--- src/rtl/fcs_pkg.sv ---
package fcs_pkg;
  localparam int DEF_BYTE_W = 8;
  localparam int DEF_CRC_W  = 16;
  localparam logic [DEF_CRC_W-1:0] DEF_POLY = 16'h1021;

  typedef enum logic [0:0] {
    TX_PASS   = 1'b0,
    TX_APPEND = 1'b1
  } tx_mode_e;
endpackage

--- src/rtl/fcs_crc_acc.sv ---
module fcs_crc_acc #(
  parameter int BYTE_W = fcs_pkg::DEF_BYTE_W,
  parameter int CRC_W  = fcs_pkg::DEF_CRC_W,
  parameter logic [CRC_W-1:0] POLY = fcs_pkg::DEF_POLY
) (
  input  logic              clk,
  input  logic              rst_n,
  input  logic              step_en,
  input  logic              restart,
  input  logic [BYTE_W-1:0] din,
  output logic [CRC_W-1:0]  crc_next
);
  function automatic logic [CRC_W-1:0] mirror(input logic [CRC_W-1:0] v);
    logic [CRC_W-1:0] r;
    for (int k = 0; k < CRC_W; k++) r[k] = v[CRC_W-1-k];
    return r;
  endfunction

  localparam logic [CRC_W-1:0] POLY_R = mirror(POLY);

  logic [CRC_W-1:0] crc_q;

  // shift right: register bit 0 is the coefficient that leaves first
  always_comb begin
    logic [CRC_W-1:0] c;
    logic fb;
    c = restart ? '0 : crc_q;
    for (int i = 0; i < BYTE_W; i++) begin
      fb = c[0] ^ din[i];
      c  = c >> 1;
      if (fb) c = c ^ POLY_R;
    end
    crc_next = c;
  end

  always_ff @(posedge clk or negedge rst_n) begin
    if (!rst_n)       crc_q <= '0;
    else if (step_en) crc_q <= crc_next;
  end
endmodule

--- src/rtl/fcs_tx_append.sv ---
module fcs_tx_append #(
  parameter int BYTE_W = fcs_pkg::DEF_BYTE_W,
  parameter int CRC_W  = fcs_pkg::DEF_CRC_W
) (
  input  logic              clk,
  input  logic              rst_n,
  input  logic              auto_en,
  input  logic              in_valid,
  output logic              in_ready,
  input  logic [BYTE_W-1:0] in_data,
  input  logic              in_first,
  input  logic              in_last,
  output logic              out_valid,
  input  logic              out_ready,
  output logic [BYTE_W-1:0] out_data,
  output logic              out_first,
  output logic              out_last,
  input  logic [CRC_W-1:0]  crc_next,
  output logic              accept,
  output logic              appending
);
  import fcs_pkg::*;

  localparam int NB    = CRC_W / BYTE_W;
  localparam int IDX_W = (NB > 1) ? $clog2(NB) : 1;
  localparam logic [IDX_W-1:0] IDX_LAST = IDX_W'(NB - 1);

  tx_mode_e         mode_q;
  logic [IDX_W-1:0] idx_q;
  logic [CRC_W-1:0] fcs_q;
  logic [CRC_W-1:0] fcs_sh;

  assign appending = (mode_q == TX_APPEND);
  assign accept    = in_valid && in_ready;
  assign fcs_sh    = fcs_q >> (int'(idx_q) * BYTE_W);

  always_comb begin
    if (appending) begin
      out_valid = 1'b1;
      out_data  = fcs_sh[BYTE_W-1:0];
      out_first = 1'b0;
      out_last  = (idx_q == IDX_LAST);
      in_ready  = 1'b0;
    end else begin
      out_valid = in_valid;
      out_data  = in_data;
      out_first = in_first;
      out_last  = in_last && !auto_en;
      in_ready  = out_ready;
    end
  end

  always_ff @(posedge clk or negedge rst_n) begin
    if (!rst_n) begin
      mode_q <= TX_PASS;
      idx_q  <= '0;
      fcs_q  <= '0;
    end else if (!appending) begin
      if (accept && in_last && auto_en) begin
        mode_q <= TX_APPEND;
        idx_q  <= '0;
        fcs_q  <= crc_next;
      end
    end else if (out_ready) begin
      if (idx_q == IDX_LAST) mode_q <= TX_PASS;
      else                   idx_q  <= idx_q + 1'b1;
    end
  end
endmodule

--- src/rtl/fcs_rx_check.sv ---
module fcs_rx_check #(
  parameter int CRC_W = fcs_pkg::DEF_CRC_W
) (
  input  logic             clk,
  input  logic             rst_n,
  input  logic             rx_valid,
  input  logic             rx_first,
  input  logic             rx_last,
  input  logic [CRC_W-1:0] crc_next,
  output logic             crc_ok
);
  always_ff @(posedge clk or negedge rst_n) begin
    if (!rst_n)                  crc_ok <= 1'b0;
    else if (rx_valid && rx_last)  crc_ok <= (crc_next == '0);
    else if (rx_valid && rx_first) crc_ok <= 1'b0;
  end
endmodule

--- src/rtl/fcs_engine.sv ---
module fcs_engine #(
  parameter int BYTE_W = fcs_pkg::DEF_BYTE_W,
  parameter int CRC_W  = fcs_pkg::DEF_CRC_W,
  parameter logic [CRC_W-1:0] POLY = fcs_pkg::DEF_POLY
) (
  input  logic              clk,
  input  logic              rst_n,
  input  logic              auto_fcs_en,
  input  logic              tx_in_valid,
  output logic              tx_in_ready,
  input  logic [BYTE_W-1:0] tx_in_data,
  input  logic              tx_in_first,
  input  logic              tx_in_last,
  output logic              tx_out_valid,
  input  logic              tx_out_ready,
  output logic [BYTE_W-1:0] tx_out_data,
  output logic              tx_out_first,
  output logic              tx_out_last,
  input  logic              rx_valid,
  input  logic [BYTE_W-1:0] rx_data,
  input  logic              rx_first,
  input  logic              rx_last,
  output logic              rx_crc_ok
);
  logic [CRC_W-1:0] tx_crc_next;
  logic [CRC_W-1:0] rx_crc_next;
  logic             tx_accept;
  logic             tx_appending;

  fcs_crc_acc #(.BYTE_W(BYTE_W), .CRC_W(CRC_W), .POLY(POLY)) i_tx_acc (
    .clk(clk), .rst_n(rst_n), .step_en(tx_accept), .restart(tx_in_first),
    .din(tx_in_data), .crc_next(tx_crc_next)
  );

  fcs_tx_append #(.BYTE_W(BYTE_W), .CRC_W(CRC_W)) i_tx_app (
    .clk(clk), .rst_n(rst_n), .auto_en(auto_fcs_en),
    .in_valid(tx_in_valid), .in_ready(tx_in_ready), .in_data(tx_in_data),
    .in_first(tx_in_first), .in_last(tx_in_last),
    .out_valid(tx_out_valid), .out_ready(tx_out_ready), .out_data(tx_out_data),
    .out_first(tx_out_first), .out_last(tx_out_last),
    .crc_next(tx_crc_next), .accept(tx_accept), .appending(tx_appending)
  );

  fcs_crc_acc #(.BYTE_W(BYTE_W), .CRC_W(CRC_W), .POLY(POLY)) i_rx_acc (
    .clk(clk), .rst_n(rst_n), .step_en(rx_valid), .restart(rx_first),
    .din(rx_data), .crc_next(rx_crc_next)
  );

  fcs_rx_check #(.CRC_W(CRC_W)) i_rx_chk (
    .clk(clk), .rst_n(rst_n), .rx_valid(rx_valid), .rx_first(rx_first),
    .rx_last(rx_last), .crc_next(rx_crc_next), .crc_ok(rx_crc_ok)
  );
endmodule

--- config.mk ---
export PLATFORM = sky130hd
export DESIGN_NAME = fcs_engine
export DESIGN_NICKNAME = d
export VERILOG_FILES = /design/src/rtl/fcs_pkg.sv /design/src/rtl/fcs_crc_acc.sv /design/src/rtl/fcs_tx_append.sv /design/src/rtl/fcs_rx_check.sv /design/src/rtl/fcs_engine.sv
export SDC_FILE = /design/constraint.sdc
export NUM_CORES = 1
export LEC_CHECK = 0
export BUFFER_PORTS_ARGS = -buffer_cell sky130_fd_sc_hd__buf_2
export CORE_MARGIN = 2
export CORE_UTILIZATION = 60
export DETAILED_ROUTE_END_ITERATION = 10
export PLACE_DENSITY = 0.82
export SLEW_MARGIN = 40
export SYNTH_ARGS = -nofsm -noshare
export SYNTH_HDL_FRONTEND = slang
export SYNTH_HIERARCHICAL = 1
export SYNTH_SLANG_ARGS = --single-unit
--- constraint.sdc ---
create_clock -name clk -period 3.1 [get_ports clk]
set_clock_uncertainty 0.2 [all_clocks]
set_input_delay 0.31 -clock clk [delete_from_list [all_inputs] [get_ports clk]]
set_output_delay 0.31 -clock clk [all_outputs]
set_load 0.01 [all_outputs]
== Word level (Yosys, flattened, before mapping) ==
Cells that the tools add are included.

* Word-level logic and storage cells: 87
* Flip-flop bits (word level): 51
* Output and inout port bits: 13
* Input port bits: 26

* Shift operators: 1
* Muxes and demuxes: 33
* Bitwise operators: 33
* Add/subtract/negate cells: 1
* Reductions and logical operators: 12
* Equal/unequal tests: 1

{| class="wikitable"
|+ Operators with widths
! kind !! count
|-
| 2-to-1 mux 16 bit || 18
|-
| inverter 2 -> 3 bit || 16
|-
| zero test 16 bit || 1
|-
| right shift 16 x 4 -> 8 bit || 1
|-
| XOR 1 bit || 16
|-
| 2-to-1 mux 1 bit || 14
|-
| 2-to-1 mux 8 bit || 1
|-
| logical AND 1 bit || 6
|-
| AND reduction 2 bit || 2
|-
| nonzero test 2 bit || 2
|-
| != test 2 bit, second input constant || 1
|-
| adder 1 bit, second input constant || 1
|-
| zero test 1 bit || 1
|-
| inverter 1 bit || 1
|}

== Depth between registers and ports, before layout ==
Gate-level depths: netlist of the first run.

* Depth in word-level cells: 19
* Gate-level depth with buffers: 8
* Gate-level depth less buffers: 7

== By module ==
The synthesis of the first run kept the hierarchy.

{| class="wikitable"
|+ Modules (own cells, without submodules)
! module !! times used !! area an instance (um^2) !! cells an instance !! seq. area each (um^2)
|-
| fcs_crc_acc || 2 || 1277.5 || 133 || 400.4
|-
| fcs_tx_append || 1 || 914.6 || 75 || 450.4
|-
| fcs_rx_check || 1 || 80.1 || 10 || 25.0
|}

== Least setup slack after synthesis of the first run ==
Ideal clock, no wire load.

* Kind: reg-to-reg
* Start: reg i_rx_acc.crc_q[3]
* End: reg i_rx_chk.crc_ok
* Clock period less this slack: 1.874 ns
* Path buffers: 0
* Arrival: 1.598 ns
* Path slack: 1.226 ns
* Cell stages (with the launch flop): 8
* Setup time: 0.076 ns
* Data required time: 2.824 ns
* Cell sequence: dfrtp_1 -> xnor2_1 -> or3_1 -> and2_1 -> xnor2_1 -> nor4_2 -> nand3_1 -> o21ai_1

* Cells in the longest elaborated chain, start to end: 13

{| class="wikitable"
|+ RTL lines
! what !! line !! RTL
|-
| start, declared || fcs_crc_acc.sv:21 || <nowiki>logic [CRC_W-1:0] crc_q;</nowiki>
|-
| start signal, assigned || fcs_crc_acc.sv:38 || <nowiki>else if (step_en) crc_q <= crc_next;</nowiki>
|-
| 2-to-1 mux 16 bit || fcs_crc_acc.sv:27 || <nowiki>c = restart ? '0 : crc_q;</nowiki>
|-
| 2-to-1 mux 16 bit (3 in a row) || fcs_crc_acc.sv:31 || <nowiki>if (fb) c = c ^ POLY_R;</nowiki>
|-
| XOR 1 bit || fcs_crc_acc.sv:29 || <nowiki>fb = c[0] ^ din[i];</nowiki>
|-
| 2-to-1 mux 16 bit (4 in a row) || fcs_crc_acc.sv:31 ||
|-
| XOR 1 bit || fcs_crc_acc.sv:29 ||
|-
| 2-to-1 mux 16 bit || fcs_crc_acc.sv:31 ||
|-
| net rx_crc_next[3] || fcs_engine.sv:26 || <nowiki>logic [CRC_W-1:0] rx_crc_next;</nowiki>
|-
| zero test 16 bit || fcs_rx_check.sv:14 || <nowiki>else if (rx_valid && rx_last) crc_ok <= (crc_next == '0);</nowiki>
|-
| 2-to-1 mux 1 bit || fcs_rx_check.sv:14 ||
|-
| end signal, assigned || fcs_rx_check.sv:14 ||
|-
| end, declared || fcs_rx_check.sv:10 || <nowiki>output logic crc_ok</nowiki>
|}

The timed path passes the listed nets, and every way through them passes these cells.
A chain may end at the register's enable or synchronous reset.

== Final worst setup path of the first run ==
* Start: reg i_tx_app.idx_q
* End: out tx_out_data[6]

* Cells in the longest elaborated chain, start to end: 2

{| class="wikitable"
|+ RTL lines
! what !! line !! RTL
|-
| start, declared || fcs_tx_append.sv:29 || <nowiki>logic [IDX_W-1:0] idx_q;</nowiki>
|-
| start signal, assigned || fcs_tx_append.sv:66 || <nowiki>else idx_q <= idx_q + 1'b1;</nowiki>
|-
| right shift 16 x 4 -> 8 bit || fcs_tx_append.sv:35 || <nowiki>assign fcs_sh = fcs_q >> (int'(idx_q) * BYTE_W);</nowiki>
|-
| 2-to-1 mux 8 bit || fcs_tx_append.sv:38 || <nowiki>if (appending) begin</nowiki>
|-
| end, declared || fcs_engine.sv:16 || <nowiki>output logic [BYTE_W-1:0] tx_out_data,</nowiki>
|}

No other way between the ends.

==> impl_results.md, run 1 <==
* Antenna-violating nets left at 0
* Distinct cells, synth at 39
* WS Path Type: flop to output pin
* Total clock buffers created by CTS at 5
* 1st-iter DRT viols at 111
* Core Region at 5820 um^2
* Starting Density at 61.0%
* Max FO, Critical Path at 11
* Worst VDD drop at 0.000525 V
* Post-synthesis sequential area ratio at 36.0%
* Synth cell count leaders: xnor2_1 (52), dfrtp_1 (51), mux2_2 (30), nor2_1 (29), a21oi_1 (23)
* Vias per inst at 5.73
* Final period util at 68.8%
* Worst min-delay path category: primary input to flop
* Status: finished clean
* Slew @ Worst Pin at 0.648 ns
* CP Launch Type: flop
* First-pass GRT wire length at 12000 um
* Pre-antenna DRT Iters at 5
* Longest Clk Path Bufs at 2
* Synth top area share at 36.0%
* Die X at 80.9 um
* Crit. End Element: output pin
* Post-synthesis mux area share at 16.8%
* Count leader, synth: xnor2_1
* Leakage power at ~1.7 nW
* Initial antenna violation count at 0
* Cell Area, Placed at 3740 um^2
* YS warnings at 6
* Ys async rst share at between 90% and 100%
* Pin count of the biggest net entering global routing at 35
* Synth Area in Compound Gates at 7.40%
* Post-route DRC at 0
* Area contributors post-synth: dfrtp_1 (36%), xnor2_1 (13%), mux2_2 (9.5%)
* Setup Viol. Count Final at 0
* DP Worst Slack at 0.962 ns
* Mean Syn Cell Area at 10.1 um^2
* Drt wl/cell at 16.0 um
* Crit path required time at 2.59 ns
* Synth Area in XOR/XNOR at 21.4%
* CTS HTree Levels at 2
* Fin nets at 406
* Max-slew violation count at 0
* RSZ-0062 raised after global routing: false
* Crit path DAT at 1.62 ns
* Post-Synthesis Cells at 351
* Slew HR at 56.5%
* GRT Total Usage at 24.0%
* Synth-to-layout area growth at 9.06%
* Post-synth top area cell: dfrtp_1
* Yosys reg bits at 51
* Die height at 80.9 um
* Number of synthesized flops with an enable pin at 0
* Post-Synth Simple-Gate Area at 14.0%
* Max cap viols at 0
* Post-layout util at between 60% and 70%
* Syn_nets at 377
* Post-DP HPWL at between 5000 and 6000 um
* Final wirelength at 7280 um
* Worst R2R Setup Slack at ~1.0 ns
* Design Area, Final at 3870 um^2
* Cell area after synthesis at ~3500 um^2
* Minimum clock period at 2.13 ns
* Die area at roughly 6500 um^2
* Setup repair bufs after CTS at 0
* DR vias at 2611
* Share of cells above drive strength 1 at 26.8%
* Clock slew at reported path FFs at roughly 0.090 ns
* Fill cell count at 469
* PortBufs at 38
* Worst skew pair latency at 0.31 ns
* Largest family of logic cells by synthesized area: XOR/XNOR gates
* Ports at 39
* Highest achievable clock rate at between 0.4 and 0.5 GHz
* Final hold vios at 0
* # diodes at 0
* Setup_tns at 0 ns
* Ys flop type: dfrtp_1
* Overflow after GRT at 0
* CTS tree: yes
* Post-Synth Adder-Cell Area at 0%
* Clock root buffer: clkbuf_8
* Vias in the first global route at 2621
* Crit path setup slack, layout at a little under 1 ns
* Placer Congestion at about 0.87
* Clock sink count at 51
* Pwr/cell area at 995 nW/um^2
* Row Count at 28
[power by group]
group          total (mW)  switching [mW]  internal (mW)
logic                2.00           0.890           1.11
registers            1.37           0.380          0.987
clock network       0.487           0.226          0.262
total                3.85            1.50           2.36
[through the flow]
stage | total power [mW] | hold WS [ns] | cells
2_1_floorplan | 3.00 | -0.186 | 351
3_3_place_gp | 3.28 | 0.0740 | 447
3_5_place_dp | 3.36 | 0.0844 | 447
4_1_cts | 3.86 | 0.0553 | 456
5_1_grt | 4.13 | 0.0505 | 456
6_report | 3.85 | 0.0550 | 456
[cell type report]
type                            count  area [um^2]  area share, %
Tap cell                           75         93.8           2.42
Multi-Input combinational cell    269         2120           54.7
Timing Repair Buffer               43          230           5.95
Inverter                           10         37.5          0.970
Clock buffer                        6         82.6           2.13
Sequential cell                    51         1280           33.0
Clock inverter                      2         35.0          0.905
[flip-flops by register name, indices dropped and copies added (netlist names)]
signal and flops:
i_rx_acc/crc_q 16, i_rx_chk/crc_ok 1, i_tx_acc/crc_q 16, i_tx_app/appending 1
i_tx_app/fcs_q 16, i_tx_app/idx_q 1
[layout by cell type (no fill, tap or decap)]
cell / instances
xor2_1: 14
o211ai_1: 2
buf_4: 4
o32ai_1: 4
and2_1: 8
a21o_1: 1
and3_1: 1
o21ai_1: 1
bufinv_16: 1
a31oi_1: 4
nor2_1: 29
mux2i_1: 14
or4bb_1: 2
nor4_2: 1
inv_2: 4
nor3_1: 8
a32oi_1: 2
o21ai_0: 6
mux2_2: 30
xnor3_1: 8
clkinv_2: 1
a21oi_1: 23
xnor2_1: 52
clkinv_1: 2
dfrtp_1: 51
o22ai_1: 2
dlygate4sd3_1: 1
nand2_1: 19
or3_1: 2
nand2b_1: 3
mux2_4: 8
and3b_1: 1
or2_2: 5
inv_1: 4
nand3_1: 4
buf_2: 38
nor4_1: 3
nor2b_1: 8
clkbuf_8: 6
nor2_2: 4
[worst max-delay path, stage by stage (launching register included)]
cell	delay [ns]
dfrtp_1	0.75
mux2i_1	0.31
a21oi_1	0.10
buf_2	0.15
[path summary, 6_finish.rpt]
check | from | depth (start not counted) | end
max in group asynchronous | rst_n | 3 | i_rx_acc/crc_q[13]$_DFFE_PN0P_
min | rx_last | 3 | i_rx_chk/crc_ok$_DFFE_PN0P_
min reg2reg | i_rx_chk/crc_ok$_DFFE_PN0P_ | 2 | i_rx_chk/crc_ok$_DFFE_PN0P_
max reg2reg | i_rx_acc/crc_q[3]$_DFFE_PN0P_ | 7 | i_rx_chk/crc_ok$_DFFE_PN0P_
min in group asynchronous | rst_n | 2 | i_rx_chk/crc_ok$_DFFE_PN0P_
max | i_tx_app/idx_q$_DFFE_PN0P_ | 3 | tx_out_data[6]
[routing by layer]
layer  GRT usage (%)  part of all wire, %  vias to the layer above
met1            28.1                   42                     1272
met3            5.11                  3.9                       23
met4            11.4                  3.3                        0
met2            41.8                   51                       69
met5               0                    0                        -
li1                -                    -                     1247
[what timing repair did]
| action | in CTS | in global routing |
|---|---|---|
| endpoints found under the hold margin | 17 | 0 |
| hold buffers | 1 | 0 |
| gates resized for setup | 0 | 0 |
[logic make-up (layout without fill, tap and decap cells)]
kind of cell,Yosys count,in the layout
buf+inv,31,61
simple gates,98,98
xor+xnor,74,74
mux,52,52
flops,51,51
compound gates,45,45
Power figures use the tool's default switching activity.
==> run 2: changes to the inputs <==
--- a/config.mk
+++ b/config.mk
@@ -7,9 +7,9 @@
 export LEC_CHECK = 0
 export BUFFER_PORTS_ARGS = -buffer_cell sky130_fd_sc_hd__buf_2
 export CORE_MARGIN = 2
-export CORE_UTILIZATION = 60
+export CORE_UTILIZATION = 59
 export DETAILED_ROUTE_END_ITERATION = 10
-export PLACE_DENSITY = 0.82
+export PLACE_DENSITY = 0.81
 export SLEW_MARGIN = 40
 export SYNTH_ARGS = -nofsm -noshare
 export SYNTH_HDL_FRONTEND = slang
==> constraint.sdc (replaced) <==
create_clock -name clk -period 2 [get_ports clk]
set_clock_uncertainty 0.2 [all_clocks]
set_input_delay 0.2 -clock clk [delete_from_list [all_inputs] [get_ports clk]]
set_output_delay 0.2 -clock clk [all_outputs]
set_load 0.01 [all_outputs]
==> run 2 against run 1 <==
  * Setup slack lost 0.91 ns
  * Sequential power grew 53%
  * Worst hold slack gained 0.0019 ns
  * Utilization grew 3.0 points
  * Count of clock-buffer cells in the layout is the same
  * Critical path type is now flop to flop
  * Non-clock buffer count grew 21
  * Cell area grew 5.1%
  * Sequential share of layout area shrank 1.4 points
  * Clock power grew 21%
  * Largest power group unchanged
  * Highest routed layer unchanged
==> impl_results.md, run 2 (synthesized netlist as in run 1, its figures left out) <==
* RR Endpoint: i_rx_chk/crc_ok$_DFFE_PN0P_
* Slew @ Worst Pin at 0.486 ns
* Clock sink count at 51
* Ports at 39
* Max FO, Critical Path at 3
* Max incr delay on CP at between 0.4 and 0.5 ns
* Crit path setup slack, layout at 0.0558 ns
* Die X at 81.6 um
* Crit. End Element: flop
* Worst min-delay path category: primary input to flop
* GRT Total Usage at roughly a quarter
* Fin nets at approximately 430
* DR vias at 2646
* Leakage power at 1.79 nW
* Total clock buffers created by CTS at 5
* Commonest non-fill, non-tap cell in the layout: xnor2_1
* 1st-iter DRT viols at 74
* Vias per inst at 5.55
* CTS HTree Levels at 2
* Crit path DAT at 1.98 ns
* Minimum clock period at a little under 2 ns
* Slew HR at 67.6%
* PortBufs at 38
* Final hold vios at 0
* Crit path required time at 2.04 ns
* Vias in the first global route at 2713
* # diodes at 0
* Post-route DRC at 0
* Antenna-violating nets left at 0
* CTS tree: yes
* CP Launch Type: flop
* Pwr/cell area at roughly 1500 nW/um^2
* Largest regs: i_rx_acc/crc_q: 16 flops, i_tx_acc/crc_q: 16 flops, i_tx_app/fcs_q: 16 flops
* First-pass GRT wire length at 12200 um
* Status: finished clean
* Overflow after GRT at 0
* Pin count of the biggest net entering global routing at 25
* WS Path Type: flop to flop
* Pre-antenna DRT Iters at 4
* Share of cells above drive strength 1 at between 30% and 40%
* Synth-to-layout area growth at 14.6%
* Drt wl/cell at roughly 16 um
* Post-DP HPWL at approximately 5500 um
* Placer Congestion at 0.853
* CP cell instances: xnor2_2 > nor2_1 > xnor3_1 > nor4_2 > nand3_1 > o21ai_1
* Core Region at 5850 um^2
* Setup Viol. Count Final at 0
* Highest achievable clock rate at 0.514 GHz
* Row Count at 28
* Clock slew at reported path FFs at 0.09 ns
* Die area at 6650 um^2
* Worst R2R Start: i_rx_acc/crc_q[3]$_DFFE_PN0P_
* Worst skew pair latency at 0.31 ns
* Worst VDD drop at 0.000716 V
* Most frequent cells in the layout: xnor2_1 (51), dfrtp_1 (46), buf_2 (38), mux2_2 (30), nor2_1 (29)
* Max-slew violation count at 0
* HP Start: rx_data[6]
* DP Worst Slack at 0.00565 ns
* Worst hold stages at 4
* Final wirelength at 7490 um
* Worst R2R Setup Slack at roughly 0.056 ns
* Initial antenna violation count at 0
* RSZ-0062 raised after global routing: true
* Longest Clk Path Bufs at 2
* Max cap viols at 0
* Hold Slack at around 0.057 ns
* CP max stage cell: dfrtp_1
* Final period util at 97.2%
* Hold Path End: i_rx_acc/crc_q[2]$_DFFE_PN0P_
* Die height at ~82 um
* Starting Density at between 60 and 70%
* R2R depth at 6
* Clock root buffer: clkbuf_8
run 2: cell count changes in the layout (fill, tap and decap cells not counted), sizes merged:
cell,delta
buf,+19
dlygate4sd3,+2
bufinv,-1
clkinvlp,+1
run 2: stage by stage:
step	setup TNS [ns]	util [%]	power [mW]	std cells	area (um^2)
2_1_floorplan	0	-	4.65	351	3550
3_3_place_gp	0	66.6	5.14	464	3900
3_5_place_dp	0	66.6	5.31	464	3900
4_1_cts	0	68.6	5.93	475	4010
5_1_grt	-0.0431	69.5	6.46	477	4070
6_report	0	69.5	6.02	477	4070
run 2: timing repair:
action / in CTS / in global routing
setup buffers: 0 / 2
pin swaps: 0 / 3
gates resized for setup: 1 / 11
hold buffers: 3 / 0
setup endpoints to repair: 1 / 7
endpoints found under the hold margin: 19 / 0
run 2: area by class of cell:
class	count	area (um^2)
multi-input combinational	269	2150
fill	454	1780
clock buffer	6	72.6
sequential	51	1280
inverter	10	37.5
timing repair buffer	64	418
tap	75	93.8
clock inverter	2	12.5
run 2: metal layers:
metal / GRT usage, % / wire, um / up-vias
li1: - / - / 1290
met5: 0 / 0 / -
met1: 27.1 / 3150 / 1315
met3: 3.74 / 153 / 8
met4: 6.44 / 84 / 0
met2: 47.0 / 4100 / 33
run 2: report_power, final:
| part | switching (mW) | leakage (nW) | internal [mW] |
|---|---|---|---|
| Clock | 0.346 | 0.0412 | 0.245 |
| Sequential | 0.545 | 0.601 | 1.54 |
| Combinational | 1.48 | 1.14 | 1.87 |
run 2: worst max-delay path, delay by kind of cell, from the launching register on:
kind             cells  cell delay, ns
XOR/XNOR             2            0.60
AND/OR/NAND/NOR      3            0.53
flip-flops           1            0.41
AO/OA/AOI/OAI        1            0.14
run 2: worst max path at each step:
stage	to	startpoint	slack (ns)
6_report	i_rx_chk/crc_ok$_DFFE_PN0P_	i_rx_acc/crc_q[3]$_DFFE_PN0P_	0.06
5_1_grt	i_rx_chk/crc_ok$_DFFE_PN0P_	i_rx_acc/crc_q[2]$_DFFE_PN0P_	-0.04
4_1_cts	i_rx_chk/crc_ok$_DFFE_PN0P_	i_rx_acc/crc_q[0]$_DFFE_PN0P_	0.02
3_5_place_dp	i_rx_chk/crc_ok$_DFFE_PN0P_	i_rx_acc/crc_q[0]$_DFFE_PN0P_	0.006
3_3_place_gp	i_rx_chk/crc_ok$_DFFE_PN0P_	i_rx_acc/crc_q[2]$_DFFE_PN0P_	0.08
2_1_floorplan	i_rx_chk/crc_ok$_DFFE_PN0P_	i_rx_acc/crc_q[3]$_DFFE_PN0P_	0.13
